### src/rtl/sof_pkg.sv
package sof_pkg;
  localparam int GRP_W     = 5;
  localparam int NIB_W     = 4;
  localparam int WIN_W     = 2 * GRP_W;
  localparam int IDX_W     = $clog2(WIN_W);
  // the leading zero of the first delimiter group sits behind two ones
  localparam int ALIGN_POS = WIN_W - 3;
  localparam logic [WIN_W-1:0] PAT_JK  = 10'b11000_10001;
  localparam logic [NIB_W-1:0] NIB_PRE = 4'b0101;
  localparam logic [NIB_W-1:0] NIB_FC  = 4'b1110;

  typedef enum logic [1:0] {ST_IDLE, ST_ALIGN, ST_RECV, ST_FALSE} sof_state_e;
endpackage

### src/rtl/sof_window.sv
module sof_window
  import sof_pkg::*;
(
  input  logic             clk,
  input  logic             rst,
  input  logic             bit_valid,
  input  logic             bit_in,
  input  logic             flush,
  output logic [WIN_W-1:0] win_nxt,
  output logic             all_ones,
  output logic             multi_run,
  output logic [IDX_W-1:0] lead_zero
);
  logic [WIN_W-1:0] win;
  logic [WIN_W-1:0] zeros;
  logic [WIN_W-1:0] run_start;

  always_ff @(posedge clk) begin
    if (rst || flush) win <= '1;
    else              win <= win_nxt;
  end

  assign win_nxt  = bit_valid ? {win[WIN_W-2:0], bit_in} : win;
  assign zeros    = ~win_nxt;
  assign all_ones = (zeros == '0);

  // a zero run starts where a zero has a one (or the window edge) above it
  genvar gi;
  generate
    for (gi = 0; gi < WIN_W - 1; gi++) begin : g_run
      assign run_start[gi] = zeros[gi] & ~zeros[gi+1];
    end
  endgenerate
  assign run_start[WIN_W-1] = zeros[WIN_W-1];
  assign multi_run = ((run_start & (run_start - 1'b1)) != '0);

  always_comb begin
    lead_zero = '0;
    for (int i = 0; i < WIN_W; i++) begin
      if (zeros[i]) lead_zero = IDX_W'(i);
    end
  end

  AST_WIN_HOLD: assert property (@(posedge clk) disable iff (rst)
    (!bit_valid && !flush) |=> $stable(win));
endmodule

### src/rtl/sof_group_align.sv
module sof_group_align
  import sof_pkg::*;
(
  input  logic             clk,
  input  logic             rst,
  input  logic             start,
  input  logic             active,
  input  logic             bit_valid,
  input  logic [GRP_W-1:0] grp_src,
  output logic             pre_stb,
  output logic             grp_valid,
  output logic [GRP_W-1:0] grp_data
);
  localparam int CNT_W = $clog2(GRP_W);
  localparam logic [CNT_W-1:0] CNT_LAST = CNT_W'(GRP_W - 1);

  logic [CNT_W-1:0] cnt;
  logic             k_pend;

  always_ff @(posedge clk) begin
    if (rst) begin
      cnt       <= '0;
      k_pend    <= 1'b0;
      pre_stb   <= 1'b0;
      grp_valid <= 1'b0;
      grp_data  <= '0;
    end else begin
      pre_stb   <= 1'b0;
      grp_valid <= 1'b0;
      if (start) begin
        cnt     <= '0;
        k_pend  <= 1'b1;
        pre_stb <= 1'b1;
      end else if (active && bit_valid) begin
        k_pend  <= 1'b0;
        pre_stb <= k_pend;
        if (cnt == CNT_LAST) begin
          cnt       <= '0;
          grp_valid <= 1'b1;
          grp_data  <= grp_src;
        end else begin
          cnt <= cnt + 1'b1;
        end
      end else if (!active) begin
        k_pend <= 1'b0;
      end
    end
  end

  AST_GRP_GAP: assert property (@(posedge clk) disable iff (rst)
    grp_valid |=> !grp_valid);
endmodule

### src/rtl/sof_detector.sv
module sof_detector
  import sof_pkg::*;
(
  input  logic             clk,
  input  logic             rst,
  input  logic             bit_valid,
  input  logic             bit_in,
  input  logic             eof,
  input  logic             clr_stat,
  output logic             carrier,
  output logic             data_valid,
  output logic             rx_err,
  output logic [NIB_W-1:0] rx_nib,
  output logic             pre_stb,
  output logic             grp_valid,
  output logic [GRP_W-1:0] grp_data,
  output logic             start_err
);
  sof_state_e       st, st_n;
  logic [IDX_W-1:0] hold, hold_n;
  logic [WIN_W-1:0] win_nxt;
  logic             all_ones, multi_run, is_jk, decide, match, fc_hit, flush;
  logic [IDX_W-1:0] lead_zero;

  assign flush = (st == ST_RECV) && eof;

  sof_window u_win (
    .clk(clk), .rst(rst), .bit_valid(bit_valid), .bit_in(bit_in),
    .flush(flush), .win_nxt(win_nxt), .all_ones(all_ones),
    .multi_run(multi_run), .lead_zero(lead_zero)
  );

  assign is_jk  = (win_nxt == PAT_JK);
  assign decide = bit_valid &&
                  (((st == ST_IDLE) && multi_run && (lead_zero >= IDX_W'(ALIGN_POS))) ||
                   ((st == ST_ALIGN) && (hold == IDX_W'(1))));

  always_comb begin
    st_n   = st;
    hold_n = hold;
    match  = 1'b0;
    fc_hit = 1'b0;
    if (decide) begin
      if (is_jk) begin
        st_n  = ST_RECV;
        match = 1'b1;
      end else begin
        st_n   = ST_FALSE;
        fc_hit = 1'b1;
      end
    end else begin
      unique case (st)
        ST_IDLE:  if (bit_valid && multi_run) begin
                    st_n   = ST_ALIGN;
                    hold_n = IDX_W'(ALIGN_POS) - lead_zero;
                  end
        ST_ALIGN: if (bit_valid) hold_n = hold - 1'b1;
        ST_RECV:  if (eof) st_n = ST_IDLE;
        ST_FALSE: if (bit_valid && all_ones) st_n = ST_IDLE;
        default:  st_n = ST_IDLE;
      endcase
    end
  end

  always_ff @(posedge clk) begin
    if (rst) begin
      st        <= ST_IDLE;
      hold      <= '0;
      start_err <= 1'b0;
    end else begin
      st   <= st_n;
      hold <= hold_n;
      if (fc_hit)        start_err <= 1'b1;
      else if (clr_stat) start_err <= 1'b0;
    end
  end

  assign carrier    = (st != ST_IDLE);
  assign data_valid = (st == ST_RECV);
  assign rx_err     = (st == ST_FALSE);
  always_comb begin
    unique case (st)
      ST_RECV:  rx_nib = NIB_PRE;
      ST_FALSE: rx_nib = NIB_FC;
      default:  rx_nib = '0;
    endcase
  end

  sof_group_align u_grp (
    .clk(clk), .rst(rst), .start(match), .active(st == ST_RECV),
    .bit_valid(bit_valid), .grp_src(win_nxt[GRP_W-1:0]),
    .pre_stb(pre_stb), .grp_valid(grp_valid), .grp_data(grp_data)
  );

  AST_DV_CARRIER: assert property (@(posedge clk) disable iff (rst)
    data_valid |-> carrier);
  AST_DV_PREAMBLE: assert property (@(posedge clk) disable iff (rst)
    $rose(data_valid) |-> pre_stb);
  AST_FC_FLAG: assert property (@(posedge clk) disable iff (rst)
    $rose(rx_err) |-> start_err);
  AST_FLAG_STICKY: assert property (@(posedge clk) disable iff (rst)
    (start_err && !clr_stat) |=> start_err);
  AST_FC_LOCKOUT: assert property (@(posedge clk) disable iff (rst)
    rx_err |=> !data_valid);
  AST_EOF_DROP: assert property (@(posedge clk) disable iff (rst)
    (data_valid && eof) |=> !carrier);
endmodule

### config.mk
export PLATFORM = sky130hd
export DESIGN_NAME = sof_detector
export DESIGN_NICKNAME = d
export VERILOG_FILES = /design/src/rtl/sof_pkg.sv /design/src/rtl/sof_window.sv /design/src/rtl/sof_group_align.sv /design/src/rtl/sof_detector.sv
export SDC_FILE = /design/constraint.sdc
export NUM_CORES = 1
export LEC_CHECK = 0
export ABC_AREA = 1
export ABC_CLOCK_PERIOD_IN_PS = 2100
export BUFFER_PORTS_ARGS = -buffer_cell sky130_fd_sc_hd__buf_2
export CAP_MARGIN = 20
export CORE_AREA = 2 2 77 79
export DETAILED_ROUTE_END_ITERATION = 16
export DIE_AREA = 0 0 79 81
export SLEW_MARGIN = 20
export SYNTH_ARGS = -nofsm -noshare
export SYNTH_HDL_FRONTEND = slang
export SYNTH_SLANG_ARGS = --single-unit
### constraint.sdc
create_clock -name clk -period 2.1 [get_ports clk]
set_input_delay 0 -clock clk [delete_from_list [all_inputs] [get_ports clk]]
set_output_delay 0 -clock clk [all_outputs]
set_load 0.01 [all_outputs]
==> parameters.txt, run 1 <==
Parameter                              Value

Logic synthesis
  Most numerous cell in the Yosys netlist ... nand2_1
  Top_reg_cell synth ... dfxtp_1
  Count of mapped cells out of synthesis ... 261
  Number of enable-type register cells in the synthesized netlist ... 0
  Share of synthesized cell area in full adder, half adder and majority cells ... 0.0309
  Post-Synth XOR/XNOR Area ... 0.0108
  Sequential cell area fraction in the yosys report ... 0.346
  Syn Nets ... approximately 270
  Cell taking the most area after synthesis ... dfxtp_1
  Synthesized area per cell ... 6.20 sq um
  Main combinational cell family by area after synthesis ... simple AND/OR/NAND/NOR gates
  Mux share of post-synthesis cell area ... 0
  List of most frequent post-synthesis cells ... nand2_1, nor2_1, inv_1
  Cell area after technology mapping ... between 0.0015 and 0.002 sq mm
  Count of yosys warnings during synthesis ... 0
  Synth top area cells ... dfxtp_1, nand2_1, nor2_1, inv_1, nand3_1
  Share of the synthesized area in compound gates (AO/OA/AOI/OAI) ... 0.0696
  Yosys reg bits ... 28
  Post-synth top area share ... 0.346
  Synthesized-area fraction occupied by and/or/nand/nor cells ... 0.432
  Distinct cell type count of the synthesized netlist ... 26
  Post-synthesis async set-or-reset flop share ... 0

Die
  Count of standard-cell rows ... 28
  Starting density of the core ... 0.285
  Overall die width ... between 70 and 80 um
  Height of the die ... 81 um
  Area of the die ... 0.00640 sq mm
  Core region area ... around 0.0057 sq mm
  I/O pin count ... 21

Timing
  Transition time at the pin with the least slew margin ... between 500 and 600 ps
  Final setup fails ... 0
  Achievable frequency ... 572 MHz
  Final-layout setup total negative slack ... 0 ps
  Final Slew Violations ... 0
  Worst clock skew on the final layout ... ~1.4 ps
  Max_slew headroom ... 0.648
  Min Clock Period, post-route ... approximately 1700 ps
  Total count of hold-check failures in the final report ... 0
  Setup repair after global routing missed its margin ... no
  Share of the clock period used by the worst path after layout ... 0.832

Worst setup path
  Critical Path Fanout Max ... 5
  Reg2Reg Setup Slack ... approximately 350 ps
  Element type at the critical path start ... flip-flop
  Data arrival time of the critical path ... 1920 ps
  Worst-case reg-to-reg path depth ... 9
  Worst setup endpoint ... u_grp.cnt[0]
  Worst path required time ... roughly 2300 ps
  Crit end category ... flip-flop
  Worst setup startpoint ... u_win.win[7]
  R2r startpoint ... u_win.win[7]
  Worst reg2reg path endpoint ... u_grp.cnt[0]
  Worst Setup Path Type ... flip-flop to flip-flop

Pwr
  Total power per unit cell area ... ~610 mW/mm^2
  IR drop worst, VDD ... between 0.2 and 0.25 mV
  Tot Pwr ... 1.12 mW
  LEAKAGE ... 1.03 nW

Clock network
  Clock-pin slew of the registers on the worst-case setup and hold paths ... 90 ps
  Root Buffer Master ... clkbuf_8
  Number of buffers inserted for hold repair after clock tree synthesis ... 0
  Post-CTS setup-driven buffer insertion count ... 0
  Worst-case clock buffer depth ... 2
  Clock tree from TritonCTS ... built
  Post_cts resized ... 0
  Number of sinks on the clock net ... 28
  Latest clock arrival within the worst-skew pair ... 270 ps
  Number of levels in the clock H-tree ... 1
  TritonCTS buffer count ... 3

Global route
  GRT Residual Overflow ... 0
  Total routing resource utilization after global routing ... 0.117
  Via count of the first global-routing pass ... between 1000 and 1500
  Wire length of the first global-routing pass ... between 6000 and 7000 um
  Antenna violations before repair ... 0
  Pin count of the biggest net entering global routing ... 23

Route
  Number of optimization iterations in the first detailed-route pass ... 4
  Final routed wirelength across all metal layers ... between 3000 and 4000 um
  DRT iter0 DRCs ... slightly below 100
  Remaining routing DRC violations ... 0
  DR vias ... approximately 1600
  Post-DR vias/cell ... 4.40
  Detail Route Antenna Nets ... 0
  WL/cell ... between 9 and 10 um

Placement
  Number of input and output port buffers inserted ... 20
  Sum of net half-perimeters after detailed placement ... 2700 um
  RD Place Congestion ... roughly 0.81
  Placed Area ... 0.00179 sq mm

Hold path
  Worst min-delay path startpoint ... clr_stat
  Hold WC Path Type ... primary input to flip-flop

Run status
  Run status ... finished clean

Layout
  P&R area growth vs syn ... 13.0%
  Final non-filler cell area ... ~0.0018 sq mm
  Antenna Cells ... 0
  NumNets Final ... between 200 and 300
  Number of inserted filler cells in the final layout ... 650
  Layout cells sized above 1 ... 0.125

Run
  Max-cap viol count ... 0
==> power by group <==
part / total (mW) / internal [mW] / switching, mW
combinational: 0.250 / 0.0890 / 0.161
sequential: 0.576 / 0.557 / 0.0183
clock: 0.292 / 0.129 / 0.163
total: 1.12 / 0.775 / 0.342
==> worst min-delay path by stage <==
stage	cells past startpoint	endpoint	slack [ps]
finish	4	start_err	9
CTS	2	u_grp.k_pend	10
floorplan	3	start_err	200
global route	2	u_grp.pre_stb	10
global placement	4	start_err	290
detailed placement	2	u_grp.k_pend	310
==> cell usage in the layout (no fill, tap or decap), types with 3 or more instances in the layout <==
cell type,n
nand2_1,105
nor2_1,32
inv_1,30
dfxtp_1,28
buf_2,20
nand3_1,13
o21ai_0,8
a21oi_1,5
nand4_1,4
a211oi_1,4
ha_1,4
buf_4,4
nand2_2,3
nor3_1,3
clkbuf_8,3
==> worst max-delay path, cell delays in order, from the launching register on <==
cell	delay, ps
dfxtp_1	350
nand2_1	70
nand2_1	120
nand2_1	140
nor3_1	150
nand2_1	60
nor4_1	400
nand2_2	170
nand2_2	120
a21oi_1	50
==> registers in the layout (all words and copies together) (netlist names) <==
| signal | count |
|---|---|
| u_grp.grp_valid | 1 |
| start_err | 1 |
| u_grp.k_pend | 1 |
| hold | 4 |
| u_grp.pre_stb | 1 |
| st | 2 |
| u_win.win | 10 |
| u_grp.grp_data | 5 |
| u_grp.cnt | 3 |
==> logic make-up after synthesis <==
family,after synthesis
simple gates,166
buf+inv,42
flops,28
compound gates,19
fa+ha+maj,4
xor+xnor,2
==> per-layer routing <==
layer  up-vias  part of all wire  global-route usage
li1        843                 -                   -
met1       683              0.48               0.146
met2        28              0.46               0.202
met3         5             0.042              0.0222
met4         0             0.014              0.0414
met5         -                 0                   0
==> final cells by class <==
cell class                      instances  area (sq um)  share of cell area
Tap cell                               75          93.8              0.0513
Inverter                               33           124              0.0678
Multi-Input combinational cell        191           878               0.480
Timing Repair Buffer                   24           130              0.0712
Sequential cell                        28           561               0.307
Clock buffer                            3          41.3              0.0226
==> metrics by stage <==
| stage | setup slack [ps] | hold slack, ps | std cells | util |
|---|---|---|---|---|
| 2_1_floorplan | 452 | 196 | 261 | - |
| 3_3_place_gp | 251 | 287 | 351 | 0.315 |
| 3_5_place_dp | 264 | 312 | 351 | 0.315 |
| 4_1_cts | 347 | 13.3 | 354 | 0.322 |
| 5_1_grt | 72.3 | 13.8 | 354 | 0.322 |
| 6_report | 353 | 8.98 | 354 | 0.322 |
No activity file was read; power rests on OpenSTA's default activity.
==> run 2, diff against run 1 <==
--- a/config.mk
+++ b/config.mk
@@ -6,7 +6,7 @@
 export NUM_CORES = 1
 export LEC_CHECK = 0
 export ABC_AREA = 1
-export ABC_CLOCK_PERIOD_IN_PS = 2100
+export ABC_CLOCK_PERIOD_IN_PS = 1440
 export BUFFER_PORTS_ARGS = -buffer_cell sky130_fd_sc_hd__buf_2
 export CAP_MARGIN = 20
 export CORE_AREA = 2 2 77 79
==> constraint.sdc (replaced) <==
create_clock -name clk -period 1.44 [get_ports clk]
set_input_delay 0 -clock clk [delete_from_list [all_inputs] [get_ports clk]]
set_output_delay 0 -clock clk [all_outputs]
set_load 0.01 [all_outputs]
==> parameters.txt, run 2 (same netlist as run 1, synthesis figures left out) <==
Parameter                              Value

Global route
  Via count of the first global-routing pass ... 1649 (+19%)
  Total routing resource utilization after global routing ... 0.131 (+0.0136)
  Pin count of the biggest net entering global routing ... 21 (-8.7%)
  Antenna violations before repair ... 0 (unchanged)
  Wire length of the first global-routing pass ... 6750 um (+11%)
  GRT Residual Overflow ... 0 (unchanged)

Layout
  Fin cells ... 396 (+12%)
  Layout cells sized above 1 ... 0.433 (+0.308)
  NumNets Final ... 333 (+14%)
  Biggest registers after layout ... u_win.win x10, u_grp.grp_data x5, hold x4
  Top library cells by usage in the layout, fill and taps aside ... nand2_1, buf_4, nor2_1, nand2_2
  Finished Core Util ... 0.408 (+0.0862)
  Antenna Cells ... 0 (unchanged)
  Most frequent standard cell in the layout excluding fill and tap cells ... nand2_1
  Register containing the most flip-flops in the final layout ... u_win.win
  Max reg flops ... 10 (unchanged)
  P&R area growth vs syn ... 43.2%
  Final non-filler cell area ... 0.00232 sq mm (+27%)

Timing
  Fin worst setup slack ... -222 ps (-575 ps)
  Max_slew headroom ... 0.772 (+0.124)
  Final setup fails ... 12 (+12)
  Achievable frequency ... 602 MHz (+5.1%)
  Min Clock Period, post-route ... 1660 ps (-84.9 ps)
  Final Slew Violations ... 0 (unchanged)
  Transition time at the pin with the least slew margin ... 341 ps (-182 ps)
  Setup repair after global routing missed its margin ... yes
  Share of the clock period used by the worst path after layout ... 1.15 (+0.322)
  Worst clock skew on the final layout ... 8.01 ps (+6.57 ps)
  Total count of hold-check failures in the final report ... 0 (unchanged)

Die
  Starting density of the core ... 0.285 (unchanged)
  Count of standard-cell rows ... 28 (unchanged)
  Height of the die ... 81 um (unchanged)
  Overall die width ... 79 um (unchanged)
  Core region area ... 0.00568 sq mm (unchanged)
  I/O pin count ... 21 (unchanged)
  Area of the die ... 0.00640 sq mm (unchanged)

Placement
  Placed Area ... 0.00210 sq mm (+17%)
  Sum of net half-perimeters after detailed placement ... 2940 um (+8.9%)
  Number of input and output port buffers inserted ... 20 (unchanged)
  Dpl ws ... -213 ps (-477 ps)
  RD Place Congestion ... 0.831 (+2.4%)
  Placed cell count ... 386 (+10%)

Pwr
  Total power per unit cell area ... 760 mW/mm^2 (+24%)
  LEAKAGE ... 1.25 nW (+22%)
  IR drop worst, VDD ... 0.380 mV (+53%)

Route
  DRT iter0 DRCs ... 38 (-61%)
  Final routed wirelength across all metal layers ... 4020 um (+16%)
  Detail Route Antenna Nets ... 0 (unchanged)
  WL/cell ... 10.1 um (+3.6%)
  Number of optimization iterations in the first detailed-route pass ... 4 (unchanged)
  Post-DR vias/cell ... 4.50 (+2.1%)
  DR vias ... 1781 (+14%)
  Remaining routing DRC violations ... 0 (unchanged)

Worst setup path
  Worst-case reg-to-reg path depth ... 14 (+5)
  Worst path required time ... 1640 ps (-630 ps)
  Worst Setup Path Type ... flip-flop to flip-flop
  Data arrival time of the critical path ... 1870 ps (-50 ps)
  Crit end category ... flip-flop
  Reg2Reg Setup Slack ... -220 ps (-580 ps)
  Critical Path Fanout Max ... 4 (-1)
  Element type at the critical path start ... flip-flop

Clock network
  Number of buffers inserted for hold repair after clock tree synthesis ... 0 (unchanged)
  Number of sinks on the clock net ... 28 (unchanged)
  Root Buffer Master ... clkbuf_8
  Number of levels in the clock H-tree ... 1 (unchanged)
  Worst-case clock buffer depth ... 2 (unchanged)
  TritonCTS buffer count ... 3 (unchanged)
  Clock tree from TritonCTS ... built
  Clock-pin slew of the registers on the worst-case setup and hold paths ... 100 ps (about the same)
  Latest clock arrival within the worst-skew pair ... 270 ps (about the same)

Run status
  Violations in the final reports ... setup timing
  Run status ... complete, but fails checks

Hold path
  Hold WC Path Type ... primary input to flip-flop
  Number of cells on the worst hold path ... 2 (-2)

Run
  Max-cap viol count ... 0 (unchanged)
[run 2: cell types whose count changed in the layout (fill, tap and decap cells not counted), moves of 7 or more]
cell / delta
nand2_2: +25
dfxtp_1: -9
buf_4: +41
nand2_4: +7
inv_2: +10
inv_1: -10
dfxtp_2: +9
nand2_1: -32
[run 2: through the flow]
step	power [mW]	hold slack (ps)	setup TNS, ps
4_1_cts	1.76	4.68	-1770
5_1_grt	1.88	14.7	-4450
2_1_floorplan	1.16	196	-253
6_report	1.76	20.5	-2060
3_5_place_dp	1.32	302	-2040
3_3_place_gp	1.32	291	-2050
[run 2: metal layers]
layer | vias to the layer above | share of wire | global-route usage
li1 | 932 | - | -
met1 | 823 | 0.47 | 0.156
met2 | 22 | 0.49 | 0.242
met3 | 4 | 0.031 | 0.0222
met4 | 0 | 0.0095 | 0.0362
met5 | - | 0 | 0
[run 2: where the power goes]
group	switching, mW	internal (mW)	total, mW
registers	0.0274	0.813	0.841
clock network	0.243	0.188	0.430
logic	0.281	0.208	0.489
[run 2: cell type report]
cell class                 count  area [sq um]
clock buffer                   3          41.3
fill                         633          3360
inverter                      33           124
multi-input combinational    191          1040
sequential                    28           572
tap                           75          93.8
timing repair buffer          66           449
[run 2: repair_timing]
action,4_1_cts,5_1_grt
pin swaps,21,13
resized for setup,23,24
setup buffers,5,3
setup endpoints to repair,16,17
[run 2: path summary, 6_finish.rpt]
kind,start,to
worst max-delay path,u_win.win[2],u_grp.cnt[2]
worst min-delay path,rst,u_grp.pre_stb
worst max register to register,u_win.win[2],u_grp.cnt[2]
worst min register to register,u_grp.k_pend,u_grp.pre_stb
[run 2: critical path, stage by stage, from the launching register on]
cell	delay, ps
dfxtp_2	370
inv_2	50
nand2_2	60
nand2_2	70
nand2_4	80
nand3_2	70
nand2_1	60
inv_1	40
nor2_1	90
nand4_1	140
nand3_2	160
nand2_4	90
nand2_4	100
nand2_4	60
nor3_2	150
